### config.mk
export PLATFORM = sky130hd
export DESIGN_NAME = ovt_translator
export DESIGN_NICKNAME = d
export VERILOG_FILES = /design/src/rtl/ovt_pkg.sv /design/src/rtl/ovt_regfile.sv /design/src/rtl/ovt_window_match.sv /design/src/rtl/ovt_translator.sv
export SDC_FILE = /design/constraint.sdc
export NUM_CORES = 2
export LEC_CHECK = 0
export BUFFER_PORTS_ARGS = -buffer_cell sky130_fd_sc_hd__buf_4
export CORE_ASPECT_RATIO = 1.5
export CORE_MARGIN = 5
export CORE_UTILIZATION = 30
export CTS_BUF_LIST = sky130_fd_sc_hd__clkbuf_2
export DETAILED_ROUTE_END_ITERATION = 8
export SETUP_SLACK_MARGIN = 0.4
export SYNTH_ARGS = -nofsm -noshare
export SYNTH_HDL_FRONTEND = slang
export SYNTH_HIERARCHICAL = 1
export SYNTH_SLANG_ARGS = --single-unit
### constraint.sdc
create_clock -name clk -period 7.5 [get_ports clk]
set_input_delay 0.375 -clock clk [delete_from_list [all_inputs] [get_ports clk]]
set_output_delay 0.375 -clock clk [all_outputs]
set_load 0.01 [all_outputs]
### src/rtl/ovt_pkg.sv
package ovt_pkg;
    localparam int AW     = 64;
    localparam int DW     = 32;
    localparam int KW     = 5;
    localparam int RAW    = 12;
    localparam int CFG_OW = 12;

    localparam logic [RAW-1:0] OFS_VIEW    = 12'h900;
    localparam logic [RAW-1:0] OFS_KIND    = 12'h904;
    localparam logic [RAW-1:0] OFS_ENA     = 12'h908;
    localparam logic [RAW-1:0] OFS_BASE_LO = 12'h90C;
    localparam logic [RAW-1:0] OFS_BASE_HI = 12'h910;
    localparam logic [RAW-1:0] OFS_LIMIT   = 12'h914;
    localparam logic [RAW-1:0] OFS_TGT_LO  = 12'h918;
    localparam logic [RAW-1:0] OFS_TGT_HI  = 12'h91C;

    localparam logic [KW-1:0] KIND_CFG0 = 5'd4;
    localparam logic [KW-1:0] KIND_CFG1 = 5'd5;

    typedef struct packed {
        logic          en;
        logic [KW-1:0] kind;
        logic [DW-1:0] base_lo;
        logic [DW-1:0] base_hi;
        logic [DW-1:0] limit;
        logic [DW-1:0] tgt_lo;
        logic [DW-1:0] tgt_hi;
    } window_t;
endpackage

### src/rtl/ovt_regfile.sv
module ovt_regfile
    import ovt_pkg::*;
#(
    parameter int NREG = 2,
    localparam int IW = (NREG > 1) ? $clog2(NREG) : 1
) (
    input  logic                   clk,
    input  logic                   rst_n,
    input  logic                   wr_en,
    input  logic [RAW-1:0]         addr,
    input  logic [DW-1:0]          wdata,
    output logic [DW-1:0]          rdata,
    output window_t [NREG-1:0]     outb
);
    typedef struct packed {
        logic                         inb;
        logic [IW-1:0]                idx;
        window_t [1:0][NREG-1:0]      tbl;
    } state_t;

    state_t st_d, st_q;
    window_t sel;
    logic    sel_ok;

    always_comb begin
        sel_ok = (int'(st_q.idx) < NREG);
        sel    = sel_ok ? st_q.tbl[st_q.inb][st_q.idx] : '0;
    end

    always_comb begin
        st_d = st_q;
        if (wr_en) begin
            if (addr == OFS_VIEW) begin
                st_d.inb = wdata[DW-1];
                st_d.idx = wdata[IW-1:0];
            end else if (sel_ok) begin
                case (addr)
                    OFS_KIND:    st_d.tbl[st_q.inb][st_q.idx].kind    = wdata[KW-1:0];
                    OFS_ENA:     st_d.tbl[st_q.inb][st_q.idx].en      = wdata[DW-1];
                    OFS_BASE_LO: st_d.tbl[st_q.inb][st_q.idx].base_lo = wdata;
                    OFS_BASE_HI: st_d.tbl[st_q.inb][st_q.idx].base_hi = wdata;
                    OFS_LIMIT:   st_d.tbl[st_q.inb][st_q.idx].limit   = wdata;
                    OFS_TGT_LO:  st_d.tbl[st_q.inb][st_q.idx].tgt_lo  = wdata;
                    OFS_TGT_HI:  st_d.tbl[st_q.inb][st_q.idx].tgt_hi  = wdata;
                    default: ;
                endcase
            end
        end
    end

    always_ff @(posedge clk) begin
        if (!rst_n) st_q <= '0;
        else        st_q <= st_d;
    end

    always_comb begin
        case (addr)
            OFS_VIEW:    rdata = {st_q.inb, {(DW-1-IW){1'b0}}, st_q.idx};
            OFS_KIND:    rdata = {{(DW-KW){1'b0}}, sel.kind};
            OFS_ENA:     rdata = {sel.en, {(DW-1){1'b0}}};
            OFS_BASE_LO: rdata = sel.base_lo;
            OFS_BASE_HI: rdata = sel.base_hi;
            OFS_LIMIT:   rdata = sel.limit;
            OFS_TGT_LO:  rdata = sel.tgt_lo;
            OFS_TGT_HI:  rdata = sel.tgt_hi;
            default:     rdata = '0;
        endcase
    end

    assign outb = st_q.tbl[0];
endmodule

### src/rtl/ovt_window_match.sv
module ovt_window_match
    import ovt_pkg::*;
(
    input  window_t        win,
    input  logic [AW-1:0]  req_addr,
    output logic           match,
    output logic [AW-1:0]  xlat
);
    logic [AW-1:0] base;
    logic [AW-1:0] ofs;
    logic          is_cfg;

    always_comb begin
        base   = {win.base_hi, win.base_lo};
        ofs    = req_addr - base;
        is_cfg = (win.kind == KIND_CFG0) || (win.kind == KIND_CFG1);
        match  = win.en && (req_addr >= base) && (req_addr[DW-1:0] <= win.limit);
        if (is_cfg)
            xlat = {win.tgt_hi, win.tgt_lo[DW-1:CFG_OW], ofs[CFG_OW-1:0]};
        else
            xlat = {win.tgt_hi, win.tgt_lo} + ofs;
    end
endmodule

### src/rtl/ovt_translator.sv
module ovt_translator
    import ovt_pkg::*;
#(
    parameter int NREG = 2,
    localparam int IW = (NREG > 1) ? $clog2(NREG) : 1
) (
    input  logic            clk,
    input  logic            rst_n,
    input  logic            reg_wr,
    input  logic [RAW-1:0]  reg_addr,
    input  logic [DW-1:0]   reg_wdata,
    output logic [DW-1:0]   reg_rdata,
    input  logic [AW-1:0]   req_addr,
    output logic            hit,
    output logic [IW-1:0]   hit_region,
    output logic [KW-1:0]   hit_kind,
    output logic [AW-1:0]   bus_addr
);
    window_t [NREG-1:0]         outb;
    logic    [NREG-1:0]         match;
    logic    [NREG-1:0][AW-1:0] xlat;

    ovt_regfile #(.NREG(NREG)) u_regs (
        .clk   (clk),
        .rst_n (rst_n),
        .wr_en (reg_wr),
        .addr  (reg_addr),
        .wdata (reg_wdata),
        .rdata (reg_rdata),
        .outb  (outb)
    );

    for (genvar r = 0; r < NREG; r++) begin : g_win
        ovt_window_match u_match (
            .win      (outb[r]),
            .req_addr (req_addr),
            .match    (match[r]),
            .xlat     (xlat[r])
        );
    end

    always_comb begin
        hit        = 1'b0;
        hit_region = '0;
        hit_kind   = '0;
        bus_addr   = '0;
        for (int r = NREG - 1; r >= 0; r--) begin
            if (match[r]) begin
                hit        = 1'b1;
                hit_region = IW'(r);
                hit_kind   = outb[r].kind;
                bus_addr   = xlat[r];
            end
        end
    end
endmodule

Word level (Yosys, flattened, before mapping) --
Index checks and enable logic that the tools add are counted.
Word-level totals: register bits after elaboration 666, input bits 111, output and inout bits 103, word-level logic and storage cells 116
Cells by class: add/subtract/negate cells 4, $lt $le $gt $ge 8, eq/ne operators 12, mux-type cells 50, bitwise logic cells 1, reductions and logical operators 11
Operators with widths (number):
- 664-bit bitwise mux | 7
- 664-bit case mux with 7 select lines | 1
- 332-bit two-way mux | 9
- 332-bit demux with 1-bit select | 7
- 166-bit demux with 1-bit select | 7
- 166-bit two-way mux | 3
- 64-bit two-way mux | 5
- 32-bit case mux with 8 select lines | 1
- 165-bit two-way mux | 1
- 160-bit two-way mux | 1
- 64-bit adder | 2
- 64-bit >= comparator | 2
- 128-bit two-way mux | 1
- 64-bit subtractor | 2
- 12-bit == test (second input constant) | 8
- 96-bit two-way mux | 1
- 32-bit <= comparator | 2
- 32-bit two-way mux | 1
- 5-bit by 3-bit == test with 1-bit output (second input constant) | 4
- 5-bit two-way mux | 2
- 7-bit nonzero test | 1
- 1-bit logical AND | 6
- 1-bit by 2-bit less-than comparator with 1-bit output (second input constant) | 2
- 1-bit two-way mux | 3
- 5 further kinds | 7

Longest topological paths before layout --
depth in word-level cells 8, depth in mapped cells 28, gate-level depth less buffers 27

Hierarchy --
Netlist, hierarchy kept.
By module, submodules not included:
- ovt_regfile | times used 1, cells an instance 3347, area an instance 32746.4 um^2
- ovt_window_match (g_win[1].u_match) | times used 1, cells an instance 1451, area an instance 9394.0 um^2
- ovt_window_match (g_win[0].u_match) | times used 1, cells an instance 1444, area an instance 9280.2 um^2
- ovt_translator | times used 1, cells an instance 91, area an instance 725.7 um^2

Worst setup path before layout --
OpenSTA, ideal clock, no wires.
path type flip-flop to output port, start reg (tool-made name), end out bus_addr[63], arrival 5360 ps, required time 7125 ps, path slack 1765 ps, stages on the path, launching flop included 28, cells stage by stage dfxtp_1 -> buf_4 -> inv_1 -> ha_1 -> nor2b_1 -> o21a_1 -> o21a_1 -> o21ai_1 -> nand2b_1 -> a2111o_1 -> a31o_1 -> a211oi_1 -> o21ai_0 -> xor2_1 -> ha_1 -> clkbuf_1 -> nand2_1 -> nor2_1 -> nor2_1 -> a211oi_1 -> nor2_1 -> o41ai_2 -> a21oi_1 -> o41a_1 -> xnor3_1 -> nor2_1 -> xor2_1 -> a22o_1
RTL lines:
- end: declaration | line ovt_translator.sv:17 | output logic [AW-1:0] bus_addr

==> key figures <==
Synth
  • Synth Instances: roughly 6,300
  • Synth cell types: ~110
  • Share of flip-flops with an asynchronous set or reset: 0%
  • YS warnings: 6
  • Post-synthesis register bit count: 666
  • Net count after synthesis: 6,780
  • Predominant post-synthesis flop cell: dfxtp_1
  • Post-synthesis instance area: about 52,000 um^2
  • Syn avg cell area: approximately 8.2 um^2
  • Post-synthesis sequential area ratio: 25.57%
  • EDFF count, synth: 0

Clock tree
  • CTS clk-pin slew, worst paths: ~0.14 ns
  • Clk sink count: between 600 and 700
  • CTS Buf Count: 150
  • H-tree depth: 4
  • TritonCTS clock tree: yes
  • Clock root buffer: clkbuf_2
  • Clock Latency Late Sink: approximately 1.4 ns
  • Max clock buf depth: 3

Min path
  • WHS Path Cells: 4
  • Min-delay worst type: primary input to flip-flop

Routing
  • Avg WL per Cell: 29.75 um
  • Residual DRC: 0
  • Vias: ~51,000
  • Routed WL: around 260 mm
  • Drt pass-1 iters: 6
  • Vias per cell: just under 6
  • Routed Antenna Nets: 0
  • Initial detailed-routing violation count: 5,894

Critical path
  • Worst stage delay on the critical path: ~0.51 ns
  • Top Family by Delay on Critical Path: compound AO/OA/AOI/OAI gates
  • Critical Path RT: ~7.1 ns
  • Buffers & Inverters on Critical Path: 2
  • Setup crit end: bus_addr[63]
  • CP Depth: 25
  • Critical path type: flip-flop to output pin
  • Worst reg2reg startpoint: u_regs/st_q[665]$_SDFFE_PN0P_
  • R2R depth: 10
  • Startpoint Class: flip-flop
  • Crit path DAT: between 7 and 8 ns
  • Reg2Reg Setup Slack: 2.61 ns
  • Critical Path End Type: output pin
  • Crit path max fanout: 5
  • Slowest CP cell: a2111o_1

Layout
  • Final Util: between 30% and 40%
  • Fillers: 17,900
  • Share of cells above drive strength 1: between 20% and 30%
  • Commonest non-fill, non-tap cell in the layout: nand2_1
  • Layout area overhead: 13.28%
  • Commonest non-fill, non-tap cells in the layout: 809 x nand2_1, 647 x dfxtp_1, 418 x buf_4, 400 x a21oi_1, 332 x mux2i_1
  • # nets final: 6,686
  • Layout Cells excl Fill: between 8,000 and 9,000

Timing
  • Final period util: 100.3%
  • Pins Over Slew Limit: 0
  • Slew Limit Headroom: 13.62%
  • Sum Neg Setup Slack: -0.02149 ns
  • Slew @ Worst Pin: roughly 1.3 ns
  • Skew final: ~0.14 ns
  • Fin worst setup slack: -0.02149 ns
  • Final Hold Viols: 0
  • Setup violators final: 1
  • RSZ-0062 raised after global routing: true
  • Peak Freq: between 0.1 and 0.15 GHz
  • Post-route minimum period: about 7.5 ns

Placed design
  • DPL Wire Length: between 150 and 200 mm
  • Inst Count DP: between 8,000 and 9,000
  • Setup WS pre-CTS: 0.3112 ns
  • IO buf count: ~210
  • Final GP Congestion: about 1

GRT
  • Pin count of the biggest net entering global routing: approximately 120
  • Antenna violations before repair: 19
  • Vias in the first global route: 48,970
  • GRT Residual Overflow: 0
  • Total GRT Usage: between 20% and 30%
  • First-pass GRT wire length: 357.9 mm

Die
  • Rows: 187
  • Area of the core: approximately 170,000 um^2
  • Die Wd: 350.4 um
  • Die Span Y: approximately 520 um
  • Initial Util: around 30%
  • IO Count: 214
  • Die area: approximately 180,000 um^2

Outcome
  • Run status: finished, violations left
  • Failing checks: setup timing

Power and ir drop
  • Max IR drop VDD: 0.1361 mV
  • Total power: 7.672 mW
  • Static leakage: approximately 22 nW
  • PD cells: 129.9 nW/um^2

Job
  • Max_cap viols: 0
cell usage after synthesis, types with 44 or more instances:
cell / n / share of area, %
a21o_1: 190 / 2.7
a21oi_1: 459 / 4.4
a22o_1: 141 / 2.4
a31oi_1: 50 / 0.60
and3_1: 53 / 0.64
buf_2: 86 / 0.83
buf_4: 340 / 4.9
clkbuf_1: 352 / 2.5
dfxtp_1: 666 / 26
ha_1: 332 / 8.0
inv_1: 289 / 2.1
mux2i_1: 332 / 6.4
mux4_2: 165 / 7.1
nand2_1: 819 / 5.9
nand2b_1: 44 / 0.53
nand3_1: 172 / 1.7
nand4_1: 138 / 1.7
nor2_1: 278 / 2.0
nor3_1: 50 / 0.48
o211ai_1: 46 / 0.66
o21a_1: 70 / 1.0
o21ai_0: 290 / 2.8
o21bai_1: 58 / 0.83
o22ai_1: 139 / 1.7
xnor2_1: 156 / 2.6
xor2_1: 75 / 1.3
worst reg2reg max path: stages (launching register included):
cell,delay [ns]
dfxtp_4,0.72
buf_4,0.51
nand2b_2,0.25
buf_4,0.35
nor3_4,0.26
dlygate4sd3_1,0.97
buf_4,0.35
nand3_1,0.12
dlygate4sd3_1,0.60
a21oi_1,0.14
dlygate4sd3_1,0.57
final cells by class:
type	count	area, um^2	area share [%]
antenna	12	30.03	0.05084
clock buffer	219	1096	1.855
clock inverter	39	299.0	0.5062
inverter	290	1089	1.843
multi-input combinational	4557	35500	60.10
sequential	666	13370	22.63
tap	2268	2838	4.804
timing repair buffer	574	4852	8.214
routing by layer:
| layer | vias up | share of wire, % | global-route usage, % | wire length [um] |
|---|---|---|---|---|
| met5 | - | 0.0039 | 0 | 10 |
| met4 | 2 | 8.5 | 18.33 | 21820 |
| met3 | 645 | 8.5 | 4.546 | 21810 |
| met2 | 2936 | 45 | 43.01 | 115200 |
| met1 | 25050 | 38 | 32.92 | 97780 |
| li1 | 22540 | - | - | - |
metrics by stage:
stage | hold slack (ns) | instance area [um^2]
2_1_floorplan | 0.4315 | 52150
3_3_place_gp | 0.4385 | 53280
3_5_place_dp | 0.4448 | 53280
4_1_cts | 0.01365 | 58010
5_1_grt | 0.1573 | 59060
6_report | 0.1663 | 59070
where the power goes:
group          total [mW]  switching, mW  internal (mW)
sequential           3.53       0.000191           3.53
combinational        1.64           1.05          0.586
clock                2.50           1.57          0.927
worst min-delay path by stage:
stage,start,endpoint,slack (ns)
after floorplan,flip-flop,flip-flop,0.43
after global placement,flip-flop,flip-flop,0.44
after detailed placement,flip-flop,flip-flop,0.44
after CTS,reg_wdata[14],flip-flop,0.01
after global routing,reg_wdata[7],flip-flop,0.16
final,reg_wdata[14],flip-flop,0.17
what timing repair did:
action | 4_1_cts | 5_1_grt
cloned | 1 | 0
setup buffers | 65 | 44
gates resized for setup | 352 | 163
setup endpoints to repair | 65 | 35
hold buffers | 120 | 0
pin swaps | 85 | 97
hold endpoints to repair | 645 | 0
kinds of logic after synthesis:
kind of cell / synth area share [%]
adder cells (fa/ha/maj): 8.120
AO/OA/AOI/OAI: 22.13
buffers and inverters: 10.94
AND/OR/NAND/NOR: 15.75
multiplexers: 13.56
XOR/XNOR: 3.923
flip-flops: 25.57
No activity file was read; power rests on OpenSTA's default activity.
